<file path="config.mk">
export PLATFORM = sky130hd
export DESIGN_NAME = gpio_setclr_port
export DESIGN_NICKNAME = d
export VERILOG_FILES = /design/src/rtl/gpio_port_pkg.sv /design/src/rtl/gpio_addr_decode.sv /design/src/rtl/gpio_drive_regs.sv /design/src/rtl/gpio_level_sync.sv /design/src/rtl/gpio_setclr_port.sv
export SDC_FILE = /design/constraint.sdc
export NUM_CORES = 1
export LEC_CHECK = 0
export BUFFER_PORTS_ARGS = -buffer_cell sky130_fd_sc_hd__buf_2
export CORE_AREA = 2 2 143 145
export CTS_BUF_LIST = sky130_fd_sc_hd__clkbuf_8
export DETAILED_ROUTE_END_ITERATION = 16
export DIE_AREA = 0 0 145 147
export PLACE_DENSITY = 0.56
export SETUP_SLACK_MARGIN = 0.02
export SLEW_MARGIN = 30
export SYNTH_ARGS = -nofsm -noshare
export SYNTH_HDL_FRONTEND = slang
export SYNTH_SLANG_ARGS = --single-unit
</file>
<file path="constraint.sdc">
create_clock -name clk -period 4.3 [get_ports clk]
set_clock_uncertainty 0.1 [all_clocks]
set_input_delay 0.215 -clock clk [delete_from_list [all_inputs] [get_ports clk]]
set_output_delay 0.215 -clock clk [all_outputs]
set_load 0.05 [all_outputs]
</file>
<file path="src/rtl/gpio_port_pkg.sv">
package gpio_port_pkg;

  // Byte offsets of the port registers
  localparam logic [7:0] OFS_DIR  = 8'h00;
  localparam logic [7:0] OFS_SET  = 8'h04;
  localparam logic [7:0] OFS_CLR  = 8'h08;
  localparam logic [7:0] OFS_DRV  = 8'h0C;
  localparam logic [7:0] OFS_LVL  = 8'h10;

  typedef enum logic [2:0] {
    SEL_NONE,
    SEL_DIR,
    SEL_SET,
    SEL_CLR,
    SEL_DRV,
    SEL_LVL
  } port_sel_e;

endpackage

</file>
<file path="src/rtl/gpio_addr_decode.sv">
module gpio_addr_decode
  import gpio_port_pkg::*;
#(
  parameter int ADDR_W = 8
) (
  input  logic [ADDR_W-1:0] addr,
  output port_sel_e         sel
);

  always_comb begin
    if      (addr == ADDR_W'(OFS_DIR)) sel = SEL_DIR;
    else if (addr == ADDR_W'(OFS_SET)) sel = SEL_SET;
    else if (addr == ADDR_W'(OFS_CLR)) sel = SEL_CLR;
    else if (addr == ADDR_W'(OFS_DRV)) sel = SEL_DRV;
    else if (addr == ADDR_W'(OFS_LVL)) sel = SEL_LVL;
    else                               sel = SEL_NONE;
  end

endmodule

</file>
<file path="src/rtl/gpio_drive_regs.sv">
module gpio_drive_regs #(
  parameter int WIDTH = 32
) (
  input  logic             clk,
  input  logic             rst_n,
  input  logic             dir_wr,
  input  logic             set_wr,
  input  logic             clr_wr,
  input  logic [WIDTH-1:0] wdata,
  output logic [WIDTH-1:0] drive_q,
  output logic [WIDTH-1:0] dir_q
);

  logic [WIDTH-1:0] drive_d;
  logic [WIDTH-1:0] dir_d;
  logic             drive_en;
  logic             dir_en;

  // Next state: set first, clear applied last so clear wins on overlap
  always_comb begin
    drive_d = drive_q;
    if (set_wr) drive_d = drive_d | wdata;
    if (clr_wr) drive_d = drive_d & ~wdata;
    drive_en = set_wr | clr_wr;
    dir_d    = wdata;
    dir_en   = dir_wr;
  end

  always_ff @(posedge clk or negedge rst_n) begin
    if (!rst_n) begin
      drive_q <= '0;
      dir_q   <= '0;
    end else begin
      if (drive_en) drive_q <= drive_d;
      if (dir_en)   dir_q   <= dir_d;
    end
  end

  assert_set_hits_R2: assert property (@(posedge clk) disable iff (!rst_n)
    (set_wr && !clr_wr) |=> ((drive_q & $past(wdata)) == $past(wdata)));

  assert_set_keeps_R2: assert property (@(posedge clk) disable iff (!rst_n)
    (set_wr && !clr_wr) |=> ((drive_q & ~$past(wdata)) == ($past(drive_q) & ~$past(wdata))));

  assert_clr_hits_R3: assert property (@(posedge clk) disable iff (!rst_n)
    clr_wr |=> ((drive_q & $past(wdata)) == '0));

  assert_drive_hold_R8: assert property (@(posedge clk) disable iff (!rst_n)
    (!set_wr && !clr_wr) |=> $stable(drive_q));

  assert_dir_hold_R4: assert property (@(posedge clk) disable iff (!rst_n)
    !dir_wr |=> $stable(dir_q));

endmodule

</file>
<file path="src/rtl/gpio_level_sync.sv">
module gpio_level_sync #(
  parameter int WIDTH       = 32,
  parameter int SYNC_STAGES = 2
) (
  input  logic             clk,
  input  logic             rst_n,
  input  logic             run_en,
  input  logic [WIDTH-1:0] pad_in,
  output logic [WIDTH-1:0] level_q
);

  logic [WIDTH-1:0] stage_q [SYNC_STAGES];
  logic [WIDTH-1:0] stage_d [SYNC_STAGES];

  for (genvar g = 0; g < SYNC_STAGES; g++) begin : g_stage
    if (g == 0) begin : g_first
      always_comb stage_d[g] = run_en ? pad_in : stage_q[g];
    end else begin : g_next
      always_comb stage_d[g] = run_en ? stage_q[g-1] : stage_q[g];
    end

    always_ff @(posedge clk or negedge rst_n) begin
      if (!rst_n) stage_q[g] <= '0;
      else        stage_q[g] <= stage_d[g];
    end
  end

  assign level_q = stage_q[SYNC_STAGES-1];

  assert_level_frozen_R6: assert property (@(posedge clk) disable iff (!rst_n)
    !run_en |=> $stable(level_q));

endmodule

</file>
<file path="src/rtl/gpio_setclr_port.sv">
module gpio_setclr_port
  import gpio_port_pkg::*;
#(
  parameter int WIDTH       = 32,
  parameter int ADDR_W      = 8,
  parameter int SYNC_STAGES = 2
) (
  input  logic              clk,
  input  logic              rst_n,
  input  logic              port_clk_en,
  input  logic [ADDR_W-1:0] bus_addr,
  input  logic              bus_we,
  input  logic [WIDTH-1:0]  bus_wdata,
  output logic [WIDTH-1:0]  bus_rdata,
  input  logic [WIDTH-1:0]  pad_in,
  output logic [WIDTH-1:0]  pad_out,
  output logic [WIDTH-1:0]  pad_oe
);

  // Reset: asserted asynchronously, released on the clock
  logic rst_meta_q;
  logic rst_sync_n;

  always_ff @(posedge clk or negedge rst_n) begin
    if (!rst_n) begin
      rst_meta_q <= 1'b0;
      rst_sync_n <= 1'b0;
    end else begin
      rst_meta_q <= 1'b1;
      rst_sync_n <= rst_meta_q;
    end
  end

  port_sel_e        sel;
  logic             dir_wr;
  logic             set_wr;
  logic             clr_wr;
  logic [WIDTH-1:0] drive_q;
  logic [WIDTH-1:0] dir_q;
  logic [WIDTH-1:0] level_q;

  gpio_addr_decode #(.ADDR_W(ADDR_W)) u_dec (
    .addr (bus_addr),
    .sel  (sel)
  );

  always_comb begin
    dir_wr = bus_we && (sel == SEL_DIR);
    set_wr = bus_we && (sel == SEL_SET);
    clr_wr = bus_we && (sel == SEL_CLR);
  end

  gpio_drive_regs #(.WIDTH(WIDTH)) u_drv (
    .clk     (clk),
    .rst_n   (rst_sync_n),
    .dir_wr  (dir_wr),
    .set_wr  (set_wr),
    .clr_wr  (clr_wr),
    .wdata   (bus_wdata),
    .drive_q (drive_q),
    .dir_q   (dir_q)
  );

  gpio_level_sync #(.WIDTH(WIDTH), .SYNC_STAGES(SYNC_STAGES)) u_sync (
    .clk     (clk),
    .rst_n   (rst_sync_n),
    .run_en  (port_clk_en),
    .pad_in  (pad_in),
    .level_q (level_q)
  );

  always_comb begin
    case (sel)
      SEL_DIR: bus_rdata = dir_q;
      SEL_DRV: bus_rdata = drive_q;
      SEL_LVL: bus_rdata = level_q;
      default: bus_rdata = '0;
    endcase
  end

  assign pad_oe  = dir_q;
  assign pad_out = drive_q & dir_q;

  assert_pad_off_R4: assert property (@(posedge clk) disable iff (!rst_sync_n)
    ((pad_out & ~pad_oe) == '0));

  assert_wo_read_zero_R7: assert property (@(posedge clk) disable iff (!rst_sync_n)
    (bus_addr == ADDR_W'(OFS_SET) || bus_addr == ADDR_W'(OFS_CLR)) |-> (bus_rdata == '0));

endmodule

</file>
# Yosys cells after proc, flatten, opt, wreduce, memory -nomap -nowiden
# Index checks and enable logic that the tools add are counted.
op_classes:
  add_sub_neg: 0
  n_mul: 0
  div: 0
  n_lt_le_gt_ge: 0
  eq_ne: 9
  shift: 0
  n_mux: 8
  bitwise: 5
  reduce_logical: 4
ops:
  columns: ["op", "n"]
  rows:
  - ["32-bit one-hot mux with 3 select lines", 1]
  - ["32-bit bitwise AND", 2]
  - ["32-bit two-way mux", 2]
  - ["32-bit inverter", 1]
  - ["32-bit OR", 1]
  - ["8-bit by 4-bit == test with 1-bit output, second input constant", 2]
  - ["3-bit two-way mux", 5]
  - ["8-bit by 3-bit == test with 1-bit output, second input constant", 1]
  - ["8-bit by 5-bit == test with 1-bit output, second input constant", 1]
  - ["8-bit logical NOT", 1]
  - ["3-bit by 2-bit == test with 1-bit output, second input constant", 2]
  - ["3-bit == test, second input constant", 2]
  - ["3-bit by 1-bit == test with 1-bit output, second input constant", 1]
  - ["1-bit logical AND", 3]
  - ["1-bit OR", 1]
word_totals:
  regBits: 130
  latch_bits: 0
  ramBits: 0
  mem_bits_ro: 0
  inputBits: 76
  output_inout_bits: 96
  elab_cells: 32
  memories: 0

# Depth between registers and ports, before layout
# Gate-level depths: netlist of the first run.
logic_depth:
  word_depth: 11
  depth_mapped: 6
  mapped_depth_nobuf: 3

# Hierarchy
# A second synthesis of the first run with hierarchy kept.
hier_totals:
  hier_cells: 497
  area_unflattened_um2: 6946.7
modules_own_cells:
  columns: ["mod", "instances", "cells_each", "area_per_inst_um2", "seq_area_each_um2"]
  rows:
  - ["gpio_level_sync", 1, 167, 2919.0, 1601.5]
  - ["gpio_drive_regs", 1, 170, 2496.1, 1601.5]
  - ["gpio_setclr_port", 1, 153, 1466.4, 50.0]
  - ["gpio_addr_decode", 1, 7, 65.1, 0.0]

# Least setup slack after synthesis of the first run
# OpenSTA, ideal clock, no wires.
synth_path:
  path_kind: "flip-flop to output port"
  start: "register u_drv.dir_q[10]"
  end: "output port bus_rdata[10]"
  arrival_ps: 2044
  required_ps: 3985
  path_slack_ps: 1941
  path_stages_with_launch: 4
  path_buffers: 0
  path_cell_list: "dfrtp_1 > or3b_2 > a21o_1 > a21oi_1"
synth_between:
  elab_chain_len: 1
synth_lines:
  columns: ["element", "line", "rtl"]
  rows:
  - ["start, declared", "gpio_drive_regs.sv:11", "output logic [WIDTH-1:0] dir_q"]
  - ["start signal, assigned", "gpio_drive_regs.sv:35", "if (dir_en) dir_q <= dir_d;"]
  - ["32-bit one-hot mux with 3 select lines", "gpio_setclr_port.sv:73", "case (sel)"]
  - ["end, declared", "gpio_setclr_port.sv:14", "output logic [WIDTH-1:0] bus_rdata,"]
# Every way passes these cells.

# Worst setup path in the final report of the first run
layout_path:
  start: "input port bus_addr[1]"
  end: "output port bus_rdata[24]"
layout_between:
  elab_chain_len: 8
  elab_cells_between_ends: 14
  cone_classes: "eq/ne (7); mux (6); reduce/logical (1)"
layout_lines:
  columns: ["element", "line", "rtl"]
  rows:
  - ["start, declared", "gpio_setclr_port.sv:11", "input logic [ADDR_W-1:0] bus_addr,"]
  - ["8-bit by 5-bit == test with 1-bit output", "gpio_addr_decode.sv:15", "else if (addr == ADDR_W'(OFS_LVL)) sel = SEL_LVL;"]
  - ["3-bit two-way mux", "gpio_addr_decode.sv:15", null]
  - ["3-bit two-way mux", "gpio_addr_decode.sv:14", "else if (addr == ADDR_W'(OFS_DRV)) sel = SEL_DRV;"]
  - ["3-bit two-way mux", "gpio_addr_decode.sv:13", "else if (addr == ADDR_W'(OFS_CLR)) sel = SEL_CLR;"]
  - ["3-bit two-way mux", "gpio_addr_decode.sv:12", "else if (addr == ADDR_W'(OFS_SET)) sel = SEL_SET;"]
  - ["3-bit two-way mux *", "gpio_addr_decode.sv:11", "if (addr == ADDR_W'(OFS_DIR)) sel = SEL_DIR;"]
  - ["3-bit == test or 3-bit by 1-bit == test with 1-bit output (tied branches)", "gpio_setclr_port.sv:73", null]
  - ["32-bit one-hot mux with 3 select lines *", "gpio_setclr_port.sv:73", null]
# Mark *: on every way between the ends. The rest lies on a longest branch, timed or not.

==> flow_summary.ini, run 1 <==
[power_and_ir_drop]
share_seq_of_total_power_pct = 46.9
p_clk_share_pct = 38.8
swShare_pct = 26.2
vdd_drop_max_mv = 0.159
share_of_total_power_in_combinational_logic_pct = 14.3
power_leakage_nw = 4.22
power_density_cells_mw_per_mm2 = 326
p_switching_mw = 0.765
fin_total_pwr_mw = 2.93
cell_internal_pwr_mw = 2.16

[synth]
synth-seq-cells = 130
synthArstFlopShare_pct = 100
count_of_flip_flops_with_a_built_in_enable_after_synthesis = 0
mappedNetlistArea_mm2 = 0.00679
synth_top_flop_cell = sky130_fd_sc_hd__dfrtp_1
synth.area.top_cells = sky130_fd_sc_hd__dfrtp_1 48%, sky130_fd_sc_hd__mux2_2 11%, sky130_fd_sc_hd__mux2_4 6.6%, sky130_fd_sc_hd__a41o_1 4.1%, sky130_fd_sc_hd__a41oi_1 4.1%
ys_seq_area_share_pct = 47.9
syn_avg_cell_area_um2 = 11.1
synthDistinctLibCells = 26
cell_type_with_the_highest_aggregate_area_in_the_netlist = sky130_fd_sc_hd__dfrtp_1
synthesis.yosys.warnings = 0
syn_inst = 610
syn_nets = 686
synth.top_cell.area_share_pct = 47.9

[global_routing]
grt_usage_pct = 19.2
antenna_found_initial = 0
overflow = 0
via_count_of_the_first_global_routing_pass = 5904
maximum_number_of_pins_on_one_net_before_global_route_repair = 67
grt_pass1_wl_mm = 32.4

[timing]
fin_crit_sh_pct = 66.4
timing.setup.tns_ns = 0
final_period_minus_worst_setup_slack_ns = 2.86
slew_viol_final = 0
report.final.hold_viol_count = 0
max_slew.worst_pin.slew_ns = 0.936
final-setup-viol-count = 0
max_slew_margin_pct = 37.5
rsz0062_at_grt = no
timing_limited_maximum_frequency_mhz = 350

[floorplanning]
floorplan.die_area_mm2 = 0.0213
die_h_um = 147
die_width_um = 145
num_rows = 52
starting_density_of_the_core_pct = 34.2
io_pins = 172
core_mm2 = 0.0198

[detailed_routing]
drt_pre_antenna_iters = 4
wirelength_mm = 20.3
detail_route.drc_violations = 0
post_drt_via_cell_ratio = 5.22
first_iter_violations = 279
final_antenna_net_count = 0
vias = 5759
detail_route.wl_per_cell_um = 18.4

[finish]
synthToLayoutAreaGrowth_pct = 32.1
insertedDiodeCount = 0
layout-drive-gt1-share_pct = 41.2
finalNonFillerCells = 1104
nets_finish = 897

[cts]
numCtsBuffers = 17
maximum_number_of_buffers_from_clock_root_to_sink = 2
cts_htree_levels = 4
number_of_sinks_driven_by_the_clock_tree = 130
clock_latency_ns = 0.44
cts.reportedPaths.clkPinSlew_ns = 0.08
cts_tree = built
cts.root.buffer_cell = sky130_fd_sc_hd__clkbuf_8
postCtsSetupBuffers = 0

[setup_path]
setup.reg_to_reg.worst_slack_ns = 3.30
worst-setup-path-type = in -> out
worstPathRequired_ns = 3.98
endpoint_kind = output port
worstSetupStartpointType = input port
worst_r2r_path_depth = 1
worst-path-max-fanout = 63
cp_data_arrival_time_ns = 2.54
r2r-start = rst_sync_n$_DFF_PN0_

[outcome]
run_status = finished clean

[place]
port-buffer-count = 171
detailed_place_hpwl_mm = 13.5
finalWeightedCongestion = 0.863
post-place-cells = 1005

[hold_path]
hold_path.class = reg -> async

[run]
maxCapViolations = 0
-- cell type report --
| type | instances | area (um2) |
|---|---|---|
| timing repair buffer | 249 | 1650 |
| clock buffer | 19 | 262 |
| tap | 270 | 338 |
| fill | 1900 | 10900 |
| multi-input combinational | 422 | 3290 |
| clock inverter | 13 | 168 |
| inverter | 1 | 3.75 |
| sequential | 130 | 3260 |
-- worst max-delay path by stage --
stage / from / endpoint / slack, ns / cells past startpoint
final: bus_addr[1] / bus_rdata[24] / 1.44 / 7
after detailed placement: bus_addr[1] / bus_rdata[24] / 1.47 / 7
after global routing: bus_addr[1] / bus_rdata[24] / 1.29 / 7
after floorplan: rst_sync_n$_DFF_PN0_ / async pin / 0.31 / 0
after global placement: bus_addr[1] / bus_rdata[24] / 1.52 / 7
after CTS: bus_addr[1] / bus_rdata[24] / 1.46 / 7
-- power groups by stage --
| stage | clock [mW] | sequential, mW | combinational (mW) |
|---|---|---|---|
| after floorplan | 0 | 1.44 | 0.193 |
| after global placement | 0 | 1.40 | 0.347 |
| after detailed placement | 0 | 1.40 | 0.360 |
| after CTS | 1.16 | 1.38 | 0.408 |
| after global routing | 1.23 | 1.39 | 0.449 |
| final | 1.13 | 1.37 | 0.418 |
-- through the flow --
step	utilization [%]	hold WS, ns	worst slack [ns]	instance area, um2
after floorplan	-	-0.181	0.310	6790
after global placement	39.5	-0.0983	1.52	7840
after detailed placement	39.6	-0.0965	1.47	7850
after CTS	45.1	0.196	1.46	8940
after global routing	45.2	0.155	1.29	8970
final	45.2	0.123	1.44	8970
-- metal layers --
| metal | GRT usage, % | vias up | routed length [um] |
|---|---|---|---|
| met5 | 0 | - | 0 |
| met4 | 7.87 | 0 | 518 |
| met2 | 30.5 | 169 | 9660 |
| li1 | - | 2655 | - |
| met3 | 3.98 | 38 | 930 |
| met1 | 25.8 | 2897 | 9240 |
-- timing repair --
| action | CTS | global route |
|---|---|---|
| hold buffers | 66 | 0 |
| gates resized for setup | 0 | 0 |
| hold endpoints to repair | 95 | 0 |
-- worst max-delay path, stage by stage --
cell and delay (ns):
sky130_fd_sc_hd__buf_2 0.11, sky130_fd_sc_hd__nor3_4 0.16, sky130_fd_sc_hd__buf_4 0.58, sky130_fd_sc_hd__nand2_1 0.54
sky130_fd_sc_hd__buf_4 0.39, sky130_fd_sc_hd__a21oi_1 0.23, sky130_fd_sc_hd__buf_2 0.31
-- cells in the final DEF (no fill, tap or decap), types with 3 or more instances in the layout --
| cell type | count |
|---|---|
| sky130_fd_sc_hd__buf_2 | 170 |
| sky130_fd_sc_hd__dfrtp_1 | 129 |
| sky130_fd_sc_hd__mux2_2 | 66 |
| sky130_fd_sc_hd__dlygate4sd3_1 | 66 |
| sky130_fd_sc_hd__nor2_1 | 61 |
| sky130_fd_sc_hd__nand2_1 | 33 |
| sky130_fd_sc_hd__and2_1 | 33 |
| sky130_fd_sc_hd__nand3_1 | 32 |
| sky130_fd_sc_hd__a21o_1 | 32 |
| sky130_fd_sc_hd__a21oi_1 | 32 |
| sky130_fd_sc_hd__a41oi_1 | 32 |
| sky130_fd_sc_hd__mux2_4 | 30 |
| sky130_fd_sc_hd__or3b_2 | 28 |
| sky130_fd_sc_hd__a41o_1 | 28 |
| sky130_fd_sc_hd__clkbuf_8 | 19 |
| sky130_fd_sc_hd__buf_4 | 10 |
| sky130_fd_sc_hd__or3b_1 | 4 |
| sky130_fd_sc_hd__a311oi_1 | 4 |
| sky130_fd_sc_hd__clkinv_2 | 4 |
| sky130_fd_sc_hd__bufinv_16 | 4 |
| sky130_fd_sc_hd__inv_1 | 3 |
-- synth_stat cells, types with 2 or more instances --
cell	number
sky130_fd_sc_hd__mux2_4	30
sky130_fd_sc_hd__nor2_1	61
sky130_fd_sc_hd__a41oi_1	32
sky130_fd_sc_hd__or3b_1	4
sky130_fd_sc_hd__mux2_2	66
sky130_fd_sc_hd__buf_2	21
sky130_fd_sc_hd__and2_1	33
sky130_fd_sc_hd__a311oi_1	4
sky130_fd_sc_hd__nand2_1	33
sky130_fd_sc_hd__clkbuf_1	31
sky130_fd_sc_hd__or3b_2	28
sky130_fd_sc_hd__a41o_1	28
sky130_fd_sc_hd__buf_6	3
sky130_fd_sc_hd__nand3_1	32
sky130_fd_sc_hd__a21oi_1	32
sky130_fd_sc_hd__a21o_1	32
sky130_fd_sc_hd__buf_1	2
sky130_fd_sc_hd__dfrtp_1	130
-- cell families (layout without fill, tap and decap cells) --
family | count (synthesis) | count (layout) | synth area share [%]
AO/OA/AOI/OAI | 128 | 128 | 14.7
buffers and inverters | 58 | 282 | 3.92
flip-flops | 130 | 130 | 47.9
multiplexers | 96 | 96 | 17.6
other | 1 | 1 | 0.0552
AND/OR/NAND/NOR | 197 | 197 | 15.9
Note: power is estimated with default switching activity, not from simulation.
==> inputs of run 2 (changes only) <==
--- a/config.mk
+++ b/config.mk
@@ -10,7 +10,7 @@
 export CTS_BUF_LIST = sky130_fd_sc_hd__clkbuf_8
 export DETAILED_ROUTE_END_ITERATION = 16
 export DIE_AREA = 0 0 145 147
-export PLACE_DENSITY = 0.56
+export PLACE_DENSITY = 0.58
 export SETUP_SLACK_MARGIN = 0.02
 export SLEW_MARGIN = 30
 export SYNTH_ARGS = -nofsm -noshare
==> constraint.sdc (replaced) <==
create_clock -name clk -period 2.5 [get_ports clk]
set_clock_uncertainty 0.1 [all_clocks]
set_input_delay 0.125 -clock clk [delete_from_list [all_inputs] [get_ports clk]]
set_output_delay 0.125 -clock clk [all_outputs]
set_load 0.05 [all_outputs]
==> flow_summary.ini, run 2 (synthesized netlist as in run 1, its figures left out) <==
[cts]
cts.reportedPaths.clkPinSlew_ns = 0.09
post_cts_resized = 0
maximum_number_of_buffers_from_clock_root_to_sink = 2
number_of_sinks_driven_by_the_clock_tree = 130
cts.root.buffer_cell = sky130_fd_sc_hd__clkbuf_8
cts_htree_levels = 4
clock_latency_ns = 0.44
numCtsBuffers = 17
cts_tree = built

[finish]
finalNonFillerCells = 1113
fill_cells = 1867
insertedDiodeCount = 0
layout.area.seq_mm2 = 0.00326
footprint_of_the_multi_input_gates_mm2 = 0.00329
synthToLayoutAreaGrowth_pct = 33.4
most-common-layout-cells = 170 x sky130_fd_sc_hd__buf_2, 129 x sky130_fd_sc_hd__dfrtp_1, 66 x sky130_fd_sc_hd__mux2_2, 66 x sky130_fd_sc_hd__dlygate4sd3_1, 61 x sky130_fd_sc_hd__nor2_1
most_common_library_cell_in_the_layout_ignoring_fill_and_taps = sky130_fd_sc_hd__buf_2
nets_finish = 906
layout-drive-gt1-share_pct = 42.1
utilization_pct = 45.6

[timing]
max_slew_margin_pct = 45.6
rsz0062_at_grt = no
final_period_minus_worst_setup_slack_ns = 2.17
fin_crit_sh_pct = 87.0
max_slew.worst_pin.slew_ns = 0.815
timing.setup.tns_ns = 0
slew_viol_final = 0
final-setup-viol-count = 0
report.final.hold_viol_count = 0
timing_limited_maximum_frequency_mhz = 460

[detailed_routing]
detail_route.drc_violations = 0
vias = 5609
detail_route.wl_per_cell_um = 16.8
post_drt_via_cell_ratio = 5.04
final_antenna_net_count = 0
wirelength_mm = 18.8
drt_pre_antenna_iters = 4
first_iter_violations = 287

[power_and_ir_drop]
power_density_cells_mw_per_mm2 = 560
vdd_drop_max_mv = 0.280
power_leakage_nw = 4.25

[place]
port-buffer-count = 171
detailed_place_hpwl_mm = 12.4
finalWeightedCongestion = 0.740
post-place-cells = 1015

[floorplanning]
num_rows = 52
die_h_um = 147
die_width_um = 145
starting_density_of_the_core_pct = 34.2
floorplan.die_area_mm2 = 0.0213
io_pins = 172
core_mm2 = 0.0198

[hold_path]
holdCritStartpoint = bus_addr[2]
hold_path.class = in -> reg
timing.hold.worst_path_depth = 3

[setup_path]
path_cells = or3b_2 > a21o_1 > a21oi_1 > buf_2
worstSetupStartpointType = flop
slowest_delay_ns = 0.45
cp_data_arrival_time_ns = 1.95
r2r-start = rst_sync_n$_DFF_PN0_
worst-path-max-fanout = 4
endpoint_kind = output port
worstPathRequired_ns = 2.28
setup.reg_to_reg.worst_slack_ns = 1.39
worst-setup-path-type = reg -> out
worst_r2r_path_depth = 1
crit_slowest_cell = sky130_fd_sc_hd__or3b_2

[global_routing]
globalRouteMet1Util_pct = 23.7
via_count_of_the_first_global_routing_pass = 5593
met2_resource_use_gr_pct = 29.9
grt-busiest-layer = met2
overflow = 0
grt.met3_usage_pct = 3.63
antenna_found_initial = 0
grt_usage_pct = 17.8
maximum_number_of_pins_on_one_net_before_global_route_repair = 129
grt_pass1_wl_mm = 30.2

[outcome]
run_status = finished clean

[run]
maxCapViolations = 0
-- run 2: changes by cell type in the layout (fill, tap and decap cells not counted) --
| cell | change |
|---|---|
| sky130_fd_sc_hd__buf_12 | +3 |
| sky130_fd_sc_hd__clkinv_2 | -3 |
| sky130_fd_sc_hd__clkbuf_8 | -2 |
| sky130_fd_sc_hd__buf_4 | +8 |
| sky130_fd_sc_hd__buf_8 | -1 |
| sky130_fd_sc_hd__buf_16 | -1 |
| sky130_fd_sc_hd__clkinvlp_4 | +4 |
| sky130_fd_sc_hd__inv_2 | -1 |
| sky130_fd_sc_hd__clkinv_4 | +1 |
| sky130_fd_sc_hd__inv_1 | -2 |
| sky130_fd_sc_hd__inv_6 | +3 |
-- run 2: how the worst max path moves through the flow --
stage	end	from	depth (start not counted)	slack (ns)
2_1_floorplan	bus_rdata[10]	u_drv.dir_q[10]$_DFFE_PN0P_	3	0.23
3_3_place_gp	bus_rdata[25]	bus_addr[3]	6	0.47
3_5_place_dp	bus_rdata[12]	bus_addr[3]	6	0.47
4_1_cts	bus_rdata[2]	u_drv.dir_q[2]$_DFFE_PN0P_	4	0.27
5_1_grt	bus_rdata[3]	u_drv.dir_q[3]$_DFFE_PN0P_	4	0.21
6_report	bus_rdata[1]	u_drv.dir_q[1]$_DFFE_PN0P_	4	0.33
-- run 2: timing repair --
action                                 4_1_cts  5_1_grt
endpoints found under the hold margin       98        0
buffers inserted                             0        0
hold buffers                                66        0
-- run 2: metal layers --
metal	up-vias	routed length [um]
met2	150	9240
met1	2764	8600
met4	0	195
li1	2681	-
met3	14	714
met5	-	0
-- run 2: cell type report --
type / instances / share of cell area, %
well taps: 270 / 3.73
clock inverters: 15 / 2.28
multi-input cells: 422 / 36.3
clock buffers: 17 / 2.58
flip-flops and latches: 130 / 36.0
inverters: 1 / 0.0414
repair buffers: 258 / 19.1
-- run 2: worst max-delay path, delay by kind of cell (launching register included) --
kind                   cells  cell delay, ns
buffers and inverters      1            0.30
flip-flops                 1            0.40
AO/OA/AOI/OAI              2            0.35
AND/OR/NAND/NOR            1            0.45
-- run 2: metrics by stage --
| stage | setup WS (ns) | instance area (um2) | hold slack, ns | total power, mW |
|---|---|---|---|---|
| finish | 0.325 | 9060 | 0.0552 | 5.07 |
| global route | 0.215 | 9060 | 0.0554 | 5.32 |
| CTS | 0.272 | 9060 | 0.0237 | 5.14 |
| detailed placement | 0.471 | 7960 | -0.186 | 3.04 |
| global placement | 0.469 | 7960 | -0.189 | 3.02 |
| floorplan | 0.231 | 6790 | -0.271 | 2.81 |
-- run 2: report_power, final --
group	switching [mW]	internal, mW
clock network	0.907	1.10
registers	0.0910	2.26
logic	0.379	0.339
total	1.38	3.69
